**src/rtl/i2c_irq_pkg.sv**
```systemverilog
package i2c_irq_pkg;
  localparam int NUM_IRQ = 12;
  localparam int NUM_EVT = 8;

  localparam int BIT_TX_REQ   = 8;
  localparam int BIT_RX_REQ   = 9;
  localparam int BIT_TX_EMPTY = 10;
  localparam int BIT_RX_FULL  = 11;

  localparam logic [1:0] ADDR_RAW    = 2'd0;
  localparam logic [1:0] ADDR_MASK   = 2'd1;
  localparam logic [1:0] ADDR_MASKED = 2'd2;
  localparam logic [1:0] ADDR_CLEAR  = 2'd3;

  typedef logic [NUM_IRQ-1:0] irq_vec_t;
endpackage

```
**src/rtl/i2c_irq_set_gen.sv**
```systemverilog
module i2c_irq_set_gen
  import i2c_irq_pkg::*;
#(
  parameter int LVL_W      = 4,
  parameter int BURST_W    = 8,
  parameter int FIFO_DEPTH = 8
) (
  input  logic                   clk,
  input  logic                   rst,
  input  logic [NUM_EVT-1:0]     evt,
  input  logic [LVL_W-1:0]       tx_level,
  input  logic [LVL_W-1:0]       tx_trig,
  input  logic [LVL_W-1:0]       rx_level,
  input  logic [LVL_W-1:0]       rx_trig,
  input  logic [BURST_W-1:0]     burst_left,
  output irq_vec_t               set_vec
);
  localparam logic [LVL_W-1:0] FULL_LVL = LVL_W'(FIFO_DEPTH);

  logic tx_empty, rx_full, prev_tx_empty, prev_rx_full;
  logic tx_req, rx_req, burst_done;

  assign tx_empty   = (tx_level == '0);
  assign rx_full    = (rx_level == FULL_LVL);
  assign burst_done = (burst_left == '0);

  // Start with the TX FIFO treated as empty, so reset produces no edge.
  always_ff @(posedge clk) begin
    if (rst) begin
      prev_tx_empty <= 1'b1;
      prev_rx_full  <= 1'b0;
    end else begin
      prev_tx_empty <= tx_empty;
      prev_rx_full  <= rx_full;
    end
  end

  assign tx_req = (tx_level <= tx_trig) && !burst_done;
  assign rx_req = (rx_level != '0) && ((rx_level >= rx_trig) || burst_done);

  always_comb begin
    set_vec                = '0;
    set_vec[NUM_EVT-1:0]   = evt;
    set_vec[BIT_TX_REQ]    = tx_req;
    set_vec[BIT_RX_REQ]    = rx_req;
    set_vec[BIT_TX_EMPTY]  = tx_empty && !prev_tx_empty;
    set_vec[BIT_RX_FULL]   = rx_full && !prev_rx_full;
  end
endmodule

```
**src/rtl/i2c_irq_bit_reg.sv**
```systemverilog
module i2c_irq_bit_reg
  import i2c_irq_pkg::*;
(
  input  logic     clk,
  input  logic     rst,
  input  irq_vec_t set_vec,
  input  irq_vec_t clr_vec,
  output irq_vec_t raw_q
);
  for (genvar i = 0; i < NUM_IRQ; i++) begin : g_bit
    always_ff @(posedge clk) begin
      if (rst)             raw_q[i] <= 1'b0;
      else if (set_vec[i]) raw_q[i] <= 1'b1;
      else if (clr_vec[i]) raw_q[i] <= 1'b0;
    end
  end
endmodule

```
**src/rtl/i2c_irq_regbus.sv**
```systemverilog
module i2c_irq_regbus
  import i2c_irq_pkg::*;
#(
  parameter int DATA_W = 32
) (
  input  logic              clk,
  input  logic              rst,
  input  logic              reg_wr,
  input  logic [1:0]        reg_addr,
  input  logic [DATA_W-1:0] reg_wdata,
  input  irq_vec_t          raw_q,
  output irq_vec_t          mask_q,
  output irq_vec_t          clr_vec,
  output logic [DATA_W-1:0] reg_rdata
);
  always_ff @(posedge clk) begin
    if (rst)                                   mask_q <= '0;
    else if (reg_wr && reg_addr == ADDR_MASK)  mask_q <= reg_wdata[NUM_IRQ-1:0];
  end

  assign clr_vec = (reg_wr && reg_addr == ADDR_CLEAR) ? reg_wdata[NUM_IRQ-1:0] : '0;

  always_comb begin
    reg_rdata = '0;
    case (reg_addr)
      ADDR_RAW:    reg_rdata[NUM_IRQ-1:0] = raw_q;
      ADDR_MASK:   reg_rdata[NUM_IRQ-1:0] = mask_q;
      ADDR_MASKED: reg_rdata[NUM_IRQ-1:0] = raw_q & mask_q;
      default:     reg_rdata = '0;
    endcase
  end
endmodule

```
**src/rtl/i2c_irq_status.sv**
```systemverilog
module i2c_irq_status
  import i2c_irq_pkg::*;
#(
  parameter int DATA_W     = 32,
  parameter int LVL_W      = 4,
  parameter int BURST_W    = 8,
  parameter int FIFO_DEPTH = 8
) (
  input  logic               clk,
  input  logic               rst,
  input  logic               reg_wr,
  input  logic [1:0]         reg_addr,
  input  logic [DATA_W-1:0]  reg_wdata,
  output logic [DATA_W-1:0]  reg_rdata,
  input  logic               xfer_done_evt,
  input  logic               clk_tmo_evt,
  input  logic               dma_rx_done_evt,
  input  logic               dma_tx_done_evt,
  input  logic               nack_evt,
  input  logic               start_evt,
  input  logic               stop_evt,
  input  logic               arb_lost_evt,
  input  logic [LVL_W-1:0]   tx_level,
  input  logic [LVL_W-1:0]   tx_trig,
  input  logic [LVL_W-1:0]   rx_level,
  input  logic [LVL_W-1:0]   rx_trig,
  input  logic [BURST_W-1:0] burst_left,
  output logic               irq
);
  logic [NUM_EVT-1:0] evt;
  irq_vec_t set_vec, clr_vec, raw_q, mask_q;
  logic irq_q;

  assign evt = {arb_lost_evt, stop_evt, start_evt, nack_evt,
                dma_tx_done_evt, dma_rx_done_evt, clk_tmo_evt, xfer_done_evt};

  i2c_irq_set_gen #(.LVL_W(LVL_W), .BURST_W(BURST_W), .FIFO_DEPTH(FIFO_DEPTH)) u_set (
    .clk(clk), .rst(rst), .evt(evt),
    .tx_level(tx_level), .tx_trig(tx_trig),
    .rx_level(rx_level), .rx_trig(rx_trig),
    .burst_left(burst_left), .set_vec(set_vec)
  );

  i2c_irq_bit_reg u_bits (
    .clk(clk), .rst(rst), .set_vec(set_vec), .clr_vec(clr_vec), .raw_q(raw_q)
  );

  i2c_irq_regbus #(.DATA_W(DATA_W)) u_bus (
    .clk(clk), .rst(rst), .reg_wr(reg_wr), .reg_addr(reg_addr),
    .reg_wdata(reg_wdata), .raw_q(raw_q), .mask_q(mask_q),
    .clr_vec(clr_vec), .reg_rdata(reg_rdata)
  );

  always_ff @(posedge clk) begin
    if (rst) irq_q <= 1'b0;
    else     irq_q <= |(raw_q & mask_q);
  end

  assign irq = irq_q;
endmodule

```
**config.mk**
```make
export PLATFORM = sky130hd
export DESIGN_NAME = i2c_irq_status
export DESIGN_NICKNAME = d
export VERILOG_FILES = /design/src/rtl/i2c_irq_pkg.sv /design/src/rtl/i2c_irq_set_gen.sv /design/src/rtl/i2c_irq_bit_reg.sv /design/src/rtl/i2c_irq_regbus.sv /design/src/rtl/i2c_irq_status.sv
export SDC_FILE = /design/constraint.sdc
export NUM_CORES = 1
export LEC_CHECK = 0
export BUFFER_PORTS_ARGS = -buffer_cell sky130_fd_sc_hd__buf_2
export CAP_MARGIN = 20
export CELL_PAD_IN_SITES_DETAIL_PLACEMENT = 2
export CELL_PAD_IN_SITES_GLOBAL_PLACEMENT = 2
export CORE_ASPECT_RATIO = 0.6
export CORE_MARGIN = 2
export CORE_UTILIZATION = 25
export CTS_BUF_LIST = sky130_fd_sc_hd__clkbuf_4 sky130_fd_sc_hd__clkbuf_8
export CTS_CLUSTER_SIZE = 12
export DETAILED_ROUTE_END_ITERATION = 8
export GPL_ROUTABILITY_DRIVEN = 0
export HOLD_SLACK_MARGIN = 0.12
export MAX_ROUTING_LAYER = met4
export PLACE_DENSITY = 0.94
export SYNTH_ARGS = -nofsm -noshare
export SYNTH_HDL_FRONTEND = slang
export SYNTH_HIERARCHICAL = 1
export SYNTH_SLANG_ARGS = --single-unit
```
**constraint.sdc**
```tcl
create_clock -name clk -period 1.52 [get_ports clk]
set_input_delay 0.304 -clock clk [delete_from_list [all_inputs] [get_ports clk]]
set_output_delay 0.304 -clock clk [all_outputs]
set_load 0.005 [all_outputs]
```
==> qor.txt <==
Hold Path Class -> in -> reg
TritonCTS clock tree -> yes
DRC errors left -> 0
Finished Cell Area -> 2360 um2
Fillers -> 961
GRT Residual Overflow -> 0
drt total wl -> 5.96 mm
Initial DRC Count -> 44
CP max FO -> 4
Startpoint Class -> flip-flop
DP Worst Slack -> -0.0159 ns
Syn Area/Cell -> 7.91 um2
NetSw -> 466 uW
#FFs+latches synth -> 27
largest net degree at the start of global routing -> 16
Buffers on Ports -> 61
CTS clk-pin slew, worst paths -> 0.10 ns
Comb pwr share -> 22.8%
synthesized area -> 1980 um2
num rows -> 25
ys async rst share -> 0%
yosys warns -> 6
Root Driver -> clkbuf_8
core area -> 7760 um2
CTS Hold Bufs -> 0
CTS H-tree lvls -> 1
placed cell area -> 2280 um2
sw frac -> 29.3%
status -> finished, final reports clean
top cells by count, synth -> buf_4 (31), dfxtp_1 (27), nand2_1 (26), nand2b_1 (26)
CP Capture Type -> output port
Int Pwr -> 1130 uW
Post-DRT Antenna Nets -> 0
vias in the first global route -> 2029
Fmax -> 684 MHz
WS Path Type -> reg -> out
first-pass GRT wire length -> 9.80 mm
Avg WL per Cell -> 14.4 um
maximum VDD drop -> 0.355 mV
part of the power in registers -> 49.2%
power density over the cells -> 674 nW/um2
Synth top area share -> 27.3%
slack of the critical path -> 0.0584 ns
Pwr Total -> 1590 uW
GRT Util Overall -> 14.8%
CTS Buf Count -> 3
# IOs -> 102
vias per std cell -> 4.28
HPWL Detailed -> 4.81 mm
Clock power frac -> 28.0%
clk sinks -> 27
post-layout min period -> 1.46 ns
Nets -> 384
leakage -> 0.00107 uW
die area -> 8660 um2
synth top area cells -> dfxtp_1 (27%), buf_4 (12%), a21oi_2 (9.3%)
arrival time worst endpoint -> 1.16 ns
First-pass DRT Iterations -> 2
Yosys cell types -> 33
# setup viols final -> 0
max-cap viol count -> 0
clk_lat worst skew -> 0.28 ns
Final Cycle Share -> 96.2%
via count -> 1773
Hold Violations, Final -> 0
clock buffer depth -> 2
Die Wd -> 119 um
Setup Skew -> 0.00445 ns
top-count cell post-synth -> buf_4
Slew Viols, Final -> 0
die height -> 72.9 um
number of synthesized flops with an enable pin -> 0
Inserted Diodes -> 0
RSZ-0062 raised after global routing -> yes
layout cell share with drive strength beyond 1 -> 36.6%
Synth Instances -> 250
Starting Density -> 25.5%
area growth from synthesis to layout -> 19.4%
antenna violations before repair -> 0
WP data required -> 1.22 ns
leading area contributor after synthesis -> dfxtp_1
register area share after synthesis -> 27.3%
ys flop type -> dfxtp_1
## power by group through the flow
stage | Combinational (uW) | Clock [uW] | Sequential [uW]
floorplan | 265 | 0 | 786
global placement | 330 | 0 | 794
detailed placement | 355 | 0 | 797
CTS | 365 | 467 | 782
global route | 412 | 488 | 789
finish | 363 | 446 | 783
## layer usage
layer | GRT usage, % | share of wire, % | up-vias
met5 | - | 0 | -
met4 | 2.51 | 0.99 | 0
met3 | 2.89 | 3.0 | 6
met2 | 28.0 | 52 | 29
met1 | 16.5 | 44 | 860
li1 | - | - | 878
## registers in the layout (all words and copies together), names as in the netlist
signal	flops
u_set/prev_rx_full	1
u_bus/mask_q	12
u_set/prev_tx_empty	1
u_bits/raw_q	12
irq	1
## cell type report
class	instances	area, um2	share of cell area (%)
timing repair buffer	73	420	17.8
inverter	21	78.8	3.34
multi-input combinational	181	1130	47.9
clock buffer	4	48.8	2.07
tap	108	135	5.72
sequential	27	548	23.2
## worst max-delay path: stages, from the launching register on
cell and delay [ns]:
dfxtp_1 0.42, nor2b_1 0.15, o21ai_0 0.07, o21ai_1 0.10, buf_2 0.14
## through the flow
step	hold WS (ns)	TNS, ns	util (%)	instances
floorplan	0.373	0	-	269
global placement	0.470	0	29.4	408
detailed placement	0.484	-0.0353	29.4	408
CTS	0.237	0	30.4	414
global route	0.242	-0.0181	30.4	414
finish	0.250	0	30.4	414
## timing repair
| item | CTS | global route |
|---|---|---|
| gates resized for setup | 2 | 12 |
| buffers inserted | 2 | 0 |
| setup endpoints to repair | 5 | 8 |
## layout by cell type, fill, tap and decap left out, drive strengths merged, types with 3 or more instances in the layout
| master | count |
|---|---|
| a221oi | 3 |
| nand2 | 26 |
| and2 | 12 |
| o21ai | 25 |
| or4 | 3 |
| a22o | 3 |
| conb | 20 |
| buf | 73 |
| clkbuf | 4 |
| nor2 | 4 |
| ha | 8 |
| dfxtp | 27 |
| inv | 21 |
| nor2b | 13 |
| nand2b | 26 |
| a21oi | 28 |
## cells by family (layout without fill, tap and decap cells)
kind of cell             after synthesis  after routing  synth area share [%]
other                                  1             20                 0.190
adder cells (fa/ha/maj)                8              8                  5.06
AO/OA/AOI/OAI                         62             62                  22.1
AND/OR/NAND/NOR                       91             91                  26.2
buffers and inverters                 61             98                  19.1
flip-flops                            27             27                  27.3
## final timing paths
check / start / end / slack, ns / cells past startpoint
setup / recovery: u_bits/raw_q[11] / reg_rdata[11] / 0.06 / 4
hold / removal: xfer_done_evt / u_bits/raw_q[0] / 0.25 / 3
setup reg to reg: u_bits/raw_q[0] / irq / 0.46 / 3
hold reg to reg: u_set/prev_tx_empty / u_bits/raw_q[10] / 0.49 / 3
(Power assumes the default switching activity.)
